## src/rtl/uart9_pkg.sv

```systemverilog
package uart9_pkg;
  // Control/status word bit positions
  localparam int CTL_MODE_HI = 7;  // mode bit, or framing-error flag when checking
  localparam int CTL_MODE_LO = 6;
  localparam int CTL_REN     = 4;
  localparam int CTL_TB8     = 3;
  localparam int CTL_RB8     = 2;
  localparam int CTL_TI      = 1;
  localparam int CTL_RI      = 0;

  // Register addresses
  localparam logic ADDR_CTL = 1'b0;
  localparam logic ADDR_DAT = 1'b1;

  // 2-of-3 majority vote
  function automatic logic vote3(input logic [2:0] s);
    return (s[0] & s[1]) | (s[0] & s[2]) | (s[1] & s[2]);
  endfunction
endpackage

```

## src/rtl/uart9_tx.sv

```systemverilog
module uart9_tx #(
  parameter int DATA_W = 8,
  parameter int OVS    = 16
) (
  input  logic              clk,
  input  logic              rst,
  input  logic              tick,
  input  logic              enable,
  input  logic              start,
  input  logic [DATA_W-1:0] data,
  input  logic              bit9,
  output logic              txd,
  output logic              stop_begin
);
  localparam int FRAME = DATA_W + 3;
  localparam int CW    = $clog2(OVS);
  localparam int IW    = $clog2(FRAME + 1);

  logic [FRAME-1:0] sh;
  logic [CW-1:0]    cnt;
  logic [IW-1:0]    idx;
  logic             busy;

  always_ff @(posedge clk) begin
    stop_begin <= 1'b0;
    if (rst) begin
      sh   <= '0;
      cnt  <= '0;
      idx  <= '0;
      busy <= 1'b0;
      txd  <= 1'b1;
    end else if (!enable) begin
      busy <= 1'b0;
      txd  <= 1'b1;
      cnt  <= '0;
      idx  <= '0;
    end else if (start && !busy) begin
      sh   <= {1'b1, bit9, data, 1'b0};
      busy <= 1'b1;
      txd  <= 1'b0;
      cnt  <= '0;
      idx  <= '0;
    end else if (busy && tick) begin
      if (cnt == CW'(OVS - 1)) begin
        cnt <= '0;
        if (idx == IW'(FRAME - 1)) begin
          busy <= 1'b0;
          txd  <= 1'b1;
        end else begin
          idx <= idx + IW'(1);
          sh  <= {1'b1, sh[FRAME-1:1]};
          txd <= sh[1];
          if (idx == IW'(FRAME - 2)) stop_begin <= 1'b1;
        end
      end else begin
        cnt <= cnt + CW'(1);
      end
    end
  end

  AST_TX_IDLE_HIGH: assert property (@(posedge clk) disable iff (rst)
    !busy |-> txd);
  AST_TX_START_LOW: assert property (@(posedge clk) disable iff (rst)
    (start && !busy && enable) |=> (busy && !txd));
  AST_TX_STOP_HIGH: assert property (@(posedge clk) disable iff (rst)
    stop_begin |-> (txd && busy));
endmodule

```

## src/rtl/uart9_rx.sv

```systemverilog
module uart9_rx
  import uart9_pkg::*;
#(
  parameter int DATA_W      = 8,
  parameter int OVS         = 16,
  parameter int SYNC_STAGES = 2
) (
  input  logic              clk,
  input  logic              rst,
  input  logic              tick,
  input  logic              enable,
  input  logic              ren,
  input  logic              chk_stop,
  input  logic              rxd,
  output logic              done,
  output logic              stop_bad,
  output logic [DATA_W-1:0] dout,
  output logic              bit9_out
);
  localparam int FRAME = DATA_W + 3;
  localparam int CW    = $clog2(OVS);
  localparam int IW    = $clog2(FRAME + 1);
  localparam int MID   = OVS / 2;

  logic [SYNC_STAGES-1:0] sync;
  logic                   line, line_q;
  logic [CW-1:0]          cnt;
  logic [IW-1:0]          idx;
  logic [1:0]             smp;
  logic [DATA_W:0]        sh;
  logic                   busy;
  logic                   bitval;

  assign line     = sync[SYNC_STAGES-1];
  assign bitval   = vote3({smp, line});
  assign dout     = sh[DATA_W-1:0];
  assign bit9_out = sh[DATA_W];

  always_ff @(posedge clk) begin
    if (rst) begin
      sync   <= '1;
      line_q <= 1'b1;
    end else begin
      sync   <= {sync[SYNC_STAGES-2:0], rxd};
      line_q <= line;
    end
  end

  always_ff @(posedge clk) begin
    done     <= 1'b0;
    stop_bad <= 1'b0;
    if (rst) begin
      busy <= 1'b0;
      cnt  <= '0;
      idx  <= '0;
      smp  <= '0;
      sh   <= '0;
    end else if (!enable) begin
      busy <= 1'b0;
    end else if (!busy) begin
      if (ren && line_q && !line) begin
        busy <= 1'b1;
        cnt  <= '0;
        idx  <= '0;
      end
    end else if (tick) begin
      cnt <= (cnt == CW'(OVS - 1)) ? '0 : cnt + CW'(1);
      if (cnt == CW'(MID - 1) || cnt == CW'(MID)) smp <= {smp[0], line};
      if (cnt == CW'(MID + 1)) begin
        idx <= idx + IW'(1);
        if (idx == IW'(0)) begin
          if (bitval) busy <= 1'b0;  // glitch, not a start bit
        end else if (idx <= IW'(DATA_W + 1)) begin
          sh <= {bitval, sh[DATA_W:1]};
        end
        if (idx == IW'(DATA_W + 1) && !chk_stop) done <= 1'b1;
        if (idx == IW'(FRAME - 1)) begin
          busy <= 1'b0;
          if (chk_stop) begin
            done     <= 1'b1;
            stop_bad <= !bitval;
          end
        end
      end
    end
  end

  AST_RX_START_NEEDS_REN: assert property (@(posedge clk) disable iff (rst)
    $rose(busy) |-> $past(ren));
  AST_RX_BAD_STOP_WITH_DONE: assert property (@(posedge clk) disable iff (rst)
    stop_bad |-> (done && chk_stop));
endmodule

```

## src/rtl/uart9_regs.sv

```systemverilog
module uart9_regs
  import uart9_pkg::*;
#(
  parameter int DATA_W = 8
) (
  input  logic              clk,
  input  logic              rst,
  input  logic              fe_sel,
  input  logic              we,
  input  logic              addr,
  input  logic [DATA_W-1:0] wdata,
  output logic [DATA_W-1:0] rd_data,
  output logic              mode_sel,
  output logic              ren,
  output logic              tb8,
  output logic              tx_start,
  output logic [DATA_W-1:0] tx_data,
  input  logic              ti_set,
  input  logic              rx_done,
  input  logic [DATA_W-1:0] rx_data,
  input  logic              rx_bit9,
  input  logic              rx_stop_bad
);
  logic              sm0, sm1, rb8, ti, ri, fe;
  logic [DATA_W-1:0] rbuf;
  logic [DATA_W-1:0] ctl_word;
  logic              ctl_we, rx_accept;

  assign ctl_we    = we && (addr == ADDR_CTL);
  assign tx_start  = we && (addr == ADDR_DAT);
  assign tx_data   = wdata;
  assign mode_sel  = sm0;
  assign rx_accept = rx_done && !ri;

  always_comb begin
    ctl_word              = '0;
    ctl_word[CTL_MODE_HI] = fe_sel ? fe : sm0;
    ctl_word[CTL_MODE_LO] = sm1;
    ctl_word[CTL_REN]     = ren;
    ctl_word[CTL_TB8]     = tb8;
    ctl_word[CTL_RB8]     = rb8;
    ctl_word[CTL_TI]      = ti;
    ctl_word[CTL_RI]      = ri;
  end

  always_ff @(posedge clk) begin
    if (rst) begin
      sm0     <= 1'b0;
      sm1     <= 1'b0;
      ren     <= 1'b0;
      tb8     <= 1'b0;
      rb8     <= 1'b0;
      ti      <= 1'b0;
      ri      <= 1'b0;
      fe      <= 1'b0;
      rbuf    <= '0;
      rd_data <= '0;
    end else begin
      if (ctl_we) begin
        if (!fe_sel) sm0 <= wdata[CTL_MODE_HI];
        sm1 <= wdata[CTL_MODE_LO];
        ren <= wdata[CTL_REN];
        tb8 <= wdata[CTL_TB8];
      end
      // hardware set takes priority over a software write
      ti <= ti_set    | (ctl_we ? wdata[CTL_TI] : ti);
      ri <= rx_accept | (ctl_we ? wdata[CTL_RI] : ri);
      fe <= rx_stop_bad | (fe & ~(ctl_we & fe_sel & ~wdata[CTL_MODE_HI]));
      if (rx_accept) begin
        rbuf <= rx_data;
        rb8  <= rx_bit9;
      end
      rd_data <= (addr == ADDR_DAT) ? rbuf : ctl_word;
    end
  end

  AST_FE_STICKY: assert property (@(posedge clk) disable iff (rst)
    (fe && !(ctl_we && fe_sel && !wdata[CTL_MODE_HI])) |=> fe);
  AST_RI_SET_WINS: assert property (@(posedge clk) disable iff (rst)
    (rx_done && !ri) |=> ri);
  AST_RBUF_HELD: assert property (@(posedge clk) disable iff (rst)
    (ri && !(ctl_we && !wdata[CTL_RI])) |=> ($stable(rbuf) && $stable(rb8)));
  AST_SM0_KEPT: assert property (@(posedge clk) disable iff (rst)
    (ctl_we && fe_sel) |=> $stable(sm0));
endmodule

```

## src/rtl/uart9_port.sv

```systemverilog
module uart9_port #(
  parameter int DATA_W      = 8,
  parameter int OVS         = 16,
  parameter int SYNC_STAGES = 2
) (
  input  logic              clk,
  input  logic              rst,
  input  logic              baud_tick,
  input  logic              frame_chk_en,
  input  logic              bus_we,
  input  logic              bus_addr,
  input  logic [DATA_W-1:0] bus_wdata,
  output logic [DATA_W-1:0] rd_data,
  input  logic              rxd,
  output logic              txd
);
  logic              mode_sel, ren, tb8, tx_start, ti_set;
  logic [DATA_W-1:0] tx_data, rx_data;
  logic              rx_done, rx_bit9, rx_stop_bad;

  uart9_regs #(.DATA_W(DATA_W)) u_regs (
    .clk(clk), .rst(rst), .fe_sel(frame_chk_en),
    .we(bus_we), .addr(bus_addr), .wdata(bus_wdata), .rd_data(rd_data),
    .mode_sel(mode_sel), .ren(ren), .tb8(tb8),
    .tx_start(tx_start), .tx_data(tx_data), .ti_set(ti_set),
    .rx_done(rx_done), .rx_data(rx_data), .rx_bit9(rx_bit9),
    .rx_stop_bad(rx_stop_bad)
  );

  uart9_tx #(.DATA_W(DATA_W), .OVS(OVS)) u_tx (
    .clk(clk), .rst(rst), .tick(baud_tick), .enable(mode_sel),
    .start(tx_start), .data(tx_data), .bit9(tb8),
    .txd(txd), .stop_begin(ti_set)
  );

  uart9_rx #(.DATA_W(DATA_W), .OVS(OVS), .SYNC_STAGES(SYNC_STAGES)) u_rx (
    .clk(clk), .rst(rst), .tick(baud_tick), .enable(mode_sel), .ren(ren),
    .chk_stop(frame_chk_en), .rxd(rxd),
    .done(rx_done), .stop_bad(rx_stop_bad), .dout(rx_data), .bit9_out(rx_bit9)
  );
endmodule

```

## config.mk

```make
export PLATFORM = sky130hd
export DESIGN_NAME = uart9_port
export DESIGN_NICKNAME = d
export VERILOG_FILES = /design/src/rtl/uart9_pkg.sv /design/src/rtl/uart9_tx.sv /design/src/rtl/uart9_rx.sv /design/src/rtl/uart9_regs.sv /design/src/rtl/uart9_port.sv
export SDC_FILE = /design/constraint.sdc
export NUM_CORES = 1
export LEC_CHECK = 0
export BUFFER_PORTS_ARGS = -buffer_cell sky130_fd_sc_hd__buf_2
export CELL_PAD_IN_SITES_DETAIL_PLACEMENT = 1
export CELL_PAD_IN_SITES_GLOBAL_PLACEMENT = 2
export CORE_MARGIN = 3
export CORE_UTILIZATION = 37
export CTS_CLUSTER_DIAMETER = 150
export DETAILED_ROUTE_END_ITERATION = 12
export HOLD_SLACK_MARGIN = 0.03
export PLACE_DENSITY_LB_ADDON = 0.3
export RECOVER_POWER = 100
export SETUP_SLACK_MARGIN = 0.15
export SLEW_MARGIN = 20
export SYNTH_ARGS = -nofsm -noshare
export SYNTH_HDL_FRONTEND = slang
export SYNTH_SLANG_ARGS = --single-unit
```

## constraint.sdc

```tcl
create_clock -name clk -period 2.1 [get_ports clk]
set_clock_uncertainty 0.15 [all_clocks]
set_input_delay 0.525 -clock clk [delete_from_list [all_inputs] [get_ports clk]]
set_output_delay 0.525 -clock clk [all_outputs]
set_load 0.03 [all_outputs]
```

* Yosys cells after proc, flatten, opt, wreduce, memory -nomap -nowiden *
Cells that the tools add are included.

operators by class
  muxes and demuxes = 35
  $lt $le $gt $ge = 1
  reduce and logical (&&, ||, !) cells = 34
  bitwise operators = 24
  equality and inequality tests = 12
  add/sub/neg operators = 4

operators by type and width
  operator               count
  $mux W11               4
  $eq A4 B4 Y1 const B   8
  $mux W4                8
  $mux W1                22
  $add A4 B1 Y4 const B  4
  $not A1 Y1             13
  $reduce_and A4 Y1      3
  $reduce_and A3 Y1      3
  $logic_and A1 B1 Y1    8
  $mux W8                1
  $reduce_bool A2 Y1     4
  $reduce_or A7 Y1       1
  $and A1 B1 Y1          6
  $reduce_and A6 Y1      1
  $reduce_or A6 Y1       1
  $logic_not A1 Y1       5
  $or A1 B1 Y1           5
  $reduce_or A5 Y1       1
  $eq A4 B3 Y1 const B   1
  $le A4 B4 Y1 const B   1
  $logic_not A4 Y1       1
  $ne A2 B2 Y1 const B   2
  $reduce_and A2 Y1      2
  $reduce_or A2 Y1       2
  other kinds (3)        3

word-level totals
  flip-flop bits (word level) = 71
  logic and storage cells = 136

* Logic depth before layout (Yosys ltp) *
  depth in word-level cells = 9
  gate-level depth with buffers = 6
  gate-level depth less buffers = 6

* Hierarchy *
From an unflattened synthesis, not the netlist that was laid out.

second synthesis, totals
  cell total of the unflattened synthesis = 337
  area total of the unflattened synthesis = 3296.9 um2

modules (own cells, without submodules)
  module      area an instance (um2)  sequential area each (um2)  times used  cells an instance
  uart9_rx    1208.7                  500.5                       1           124
  uart9_tx    1148.6                  420.4                       1           105
  uart9_regs  939.7                   480.5                       1           108

* Worst setup path before layout *
Ideal clock, no wire load.

  path type = input to register
  from = input port bus_addr
  to = register u_regs.fe
  data arrival time = 1.491 ns
  library setup time = 0.128 ns
  path buffers = 1
  cell stages on the path = 5
  slack = 0.331 ns
  cell sequence = nand2b_1 > clkbuf_1 > or3b_2 > a21oi_1 > nor2_1

on the way
  word-level cells in the longest chain between the ends = 7

ends and longest elaborated chain
  item                         RTL line          text
  start, declared              uart9_port.sv:11  input logic bus_addr,
  $not A1 Y1 (no line)         --
  $logic_and A1 B1 Y1          uart9_regs.sv:29  assign ctl_we = we && (addr == ADDR_CTL);
  $and A1 B1 Y1 (2 in series)  uart9_regs.sv:68  fe <= rx_stop_bad | (fe & ~(ctl_we & fe_sel & ~wdata[CTL_MODE_HI]));
  $not A1 Y1                   uart9_regs.sv:68
  $and A1 B1 Y1                uart9_regs.sv:68
  $or A1 B1 Y1                 uart9_regs.sv:68
  end signal, assigned         uart9_regs.sv:68
  end, declared                uart9_regs.sv:24  logic sm0, sm1, rb8, ti, ri, fe;

No other way between the ends.
A chain may end at the register's enable or synchronous reset.

==> summary.md <==
| Metric | Value |
|---|---|
| Hold_sp | `rxd` |
| ANT cells | `0` |
| Final cycle utilization of the critical path | `0.903` |
| Post-synth top area share | `0.451` |
| Worst-path clk slew | `0.07 ns` |
| Non-Filler Instances | `480` |
| Worst Path Buf+Inv | `2` |
| Synth Cell Area | `slightly above 0.003 mm²` |
| Yosys reg bits | `70` |
| Maximum vdd drop | `0.000315 V` |
| # setup viols final | `0` |
| Die H | `97.6 µm` |
| Max-slew headroom | `0.280` |
| RSZ-0062 raised after global routing | `no` |
| DRT Pass-1 Iters | `4` |
| Vias in the first global route | `2,453` |
| Mapped Nets | `373` |
| Ports | `24` |
| TritonCTS clock tree | `yes` |
| Most frequent cell after synthesis | `dfxtp_1` |
| CP arrival | `1.99 ns` |
| Detail Route Antenna Nets | `0` |
| Critical path's top delay family | `buffers and inverters` |
| GP Congestion | `between 0.7 and 0.8` |
| Worst setup path start | `rst` |
| Synthesized area per cell | `8.98 µm²` |
| H-tree depth | `3` |
| DP HPWL | `about 5000 µm` |
| Met3 usage | `0.0474` |
| GRT busiest layer | `met2` |
| Gr usage total | `0.152` |
| RR Startpoint | `u_tx.idx[0]$_SDFFE_PP0P_` |
| Vias per cell | `4.96` |
| Post-synth cell types | `between 40 and 50` |
| DR WL/cell | `14.0 µm` |
| Hold depth | `2` |
| R2r setup slk | `around 0.27 ns` |
| GRT met2 Usage | `0.231` |
| Crit path kind | `input pin to flop` |
| Ys Warns | `0` |
| CP Capture Type | `flop` |
| Cell taking the most area after synthesis | `dfxtp_1` |
| Post-CTS Hold Fix Bufs | `0` |
| Die width | `97.6 µm` |
| Initial core utilization | `0.392` |
| First-pass GRT wire length | `11,700 µm` |
| Crit path max fanout | `26` |
| GRT Residual Overflow | `0` |
| FILL cells | `roughly 940` |
| Via count | `2,382` |
| Critical Path Max Stage Delay | `slightly above 0.8 ns` |
| Largest net degree at the start of global routing | `27` |
| Prevailing post-synth register cell | `dfxtp_1` |
| Hold/Removal Path Class | `input pin to flop` |
| FF-to-FF path depth | `6` |
| Gate count of the mapped netlist | `346` |
| TritonCTS Buffers | `9` |
| Num rows | `32` |
| Met1 Track Usage GR | `0.200` |
| Clock Root Buffer | `clkbuf_8` |
| Final hold viol count | `0` |
| Initial antenna violation count | `0` |
| DIE AREA | `around 0.0095 mm²` |
| Crit-path cells | `buf_2 -> clkbuf_1 -> a21oi_1 -> mux2_2` |
| Post-synth top cells | `70 x dfxtp_1, 59 x nand2_1, 33 x a21oi_1` |
| Placed Cells incl. Taps | `464` |
| Min Tclk post-route | `1.90 ns` |
| Post-synth EDFFs | `0` |
| Net count, final | `400` |
| Async SR Flop Fraction | `0` |
| # clock sinks | `70` |
| Port bufs | `23` |
| Top post-synthesis cells by area | `dfxtp_1 45%, mux2i_1 8.4%, nand2_1 7.1%` |
| Core Region | `0.00793 mm²` |
| Leakage | `1.35 nW` |
| Post-cts sizing count | `0` |
| Worst-Skew Late Latency | `0.35 ns` |
| Seq/Total Area, Yosys | `0.451` |
| Routed wire length | `6730 µm` |
| Final max-slew violation count | `0` |
| Setup_tns | `0 ns` |
| PwrDens | `730 mW/mm²` |
| Clk buf depth | `2` |
| Drc violations | `0` |
| Max Cap Violations | `0` |
| Status | `finished, final reports clean` |
| Critical Path Start Type | `input pin` |
| Layout cell share with drive strength beyond 1 | `0.143` |
| Synth-to-layout area growth | `13.4%` |
| DR iter-0 viols | `55` |
| Slowest library cell on the worst path | `clkbuf_1` |
| Max Freq | `0.527 GHz` |
| Slew of the pin with the lowest slew margin | `around 1.1 ns` |
| Reg2reg end | `u_tx.sh[8]$_SDFFE_PP0P_` |
| Worst Path Required | `2.19 ns` |
| Post-CTS setup buffers | `0` |
| Hold Path End | `u_rx.sync[0]$_SDFF_PP1_` |
per-stage QoR:
| stage | utilization | total power, W | area [µm²] | hold WS, ns | setup slack (ns) |
|---|---|---|---|---|---|
| CTS | 0.449 | 0.00262 | 3560 | 0.184 | 0.248 |
| global route | 0.444 | 0.00269 | 3520 | 0.186 | 0.0868 |
| detailed placement | 0.423 | 0.00148 | 3350 | 0.253 | 0.190 |
| finish | 0.444 | 0.00257 | 3520 | 0.204 | 0.204 |
| global placement | 0.423 | 0.00148 | 3350 | 0.259 | 0.234 |
| floorplan | - | 0.00144 | 3110 | 0.239 | 0.331 |
report_power, final:
part	internal, W	leakage (nW)	switching (W)
clock network	0.000587	0.103	0.000538
logic	0.0000364	0.683	0.0000656
registers	0.00134	0.565	0.00000732
area by class of cell:
| type | instances | area, µm² | area share |
|---|---|---|---|
| Clock buffer | 10 | 138 | 0.0391 |
| Clock inverter | 6 | 68.8 | 0.0195 |
| Inverter | 13 | 48.8 | 0.0138 |
| Multi-Input combinational cell | 246 | 1580 | 0.447 |
| Sequential cell | 70 | 1400 | 0.398 |
| Tap cell | 102 | 128 | 0.0362 |
| Timing Repair Buffer | 33 | 163 | 0.0462 |
how the worst max path moves through the flow:
stage | endpoint | slack [ns] | depth (start not counted)
after floorplan | u_regs.fe$_SDFF_PP0_ | 0.33 | 5
after CTS | u_tx.sh[8]$_SDFFE_PP0P_ | 0.25 | 6
after detailed placement | u_rx.sh[6]$_SDFFE_PP0P_ | 0.19 | 5
after global routing | u_tx.sh[2]$_SDFFE_PP0P_ | 0.09 | 4
after global placement | u_rx.sh[1]$_SDFFE_PP0P_ | 0.23 | 5
final | u_tx.sh[1]$_SDFFE_PP0P_ | 0.20 | 4
layout by cell type, fill, tap and decap left out, types with 3 or more instances in the layout:
| cell | count |
|---|---|
| mux2i_1 | 26 |
| nor3_1 | 6 |
| nand2b_1 | 3 |
| ha_1 | 12 |
| buf_2 | 13 |
| inv_1 | 13 |
| buf_4 | 6 |
| o21ai_0 | 6 |
| nor2_1 | 29 |
| nand3b_1 | 5 |
| or2_2 | 3 |
| clkbuf_8 | 10 |
| clkbuf_1 | 14 |
| nand2_1 | 59 |
| nand3_1 | 6 |
| xnor2_1 | 5 |
| nand4_1 | 3 |
| dfxtp_1 | 70 |
| nor2b_1 | 11 |
| mux2_2 | 9 |
| a21oi_1 | 33 |
logic make-up after synthesis:
| logic type | after synthesis | synth area share |
|---|---|---|
| xor+xnor | 7 | 0.0197 |
| mux | 35 | 0.116 |
| simple gates | 139 | 0.224 |
| flops | 70 | 0.451 |
| compound gates | 52 | 0.0979 |
| fa+ha+maj | 13 | 0.0515 |
| buf+inv | 30 | 0.0395 |
layer usage:
metal | share of wire | vias up
met5 | 0 | -
met4 | 0.018 | 0
met3 | 0.034 | 9
met2 | 0.44 | 22
met1 | 0.51 | 1131
li1 | - | 1220
worst reg2reg max path, delay by kind of cell (launching register included):
kind                     cells  cell delay (ns)
AND/OR/NAND/NOR              2             0.44
flip-flops                   1             0.42
multiplexers                 1             0.30
adder cells (fa/ha/maj)      1             0.19
AO/OA/AOI/OAI                1             0.15
buffers and inverters        1             0.07
state kept, by name, indices dropped and copies added, names as in the netlist, 2 cells and up:
signal          flops
u_rx.cnt            4
u_regs.rbuf         8
u_tx.cnt            4
u_tx.idx            4
u_regs.rd_data      8
u_rx.sync           2
u_rx.sh             9
u_rx.smp            2
u_tx.sh            10
u_rx.idx            4
No activity file was read; power rests on OpenSTA's default activity.
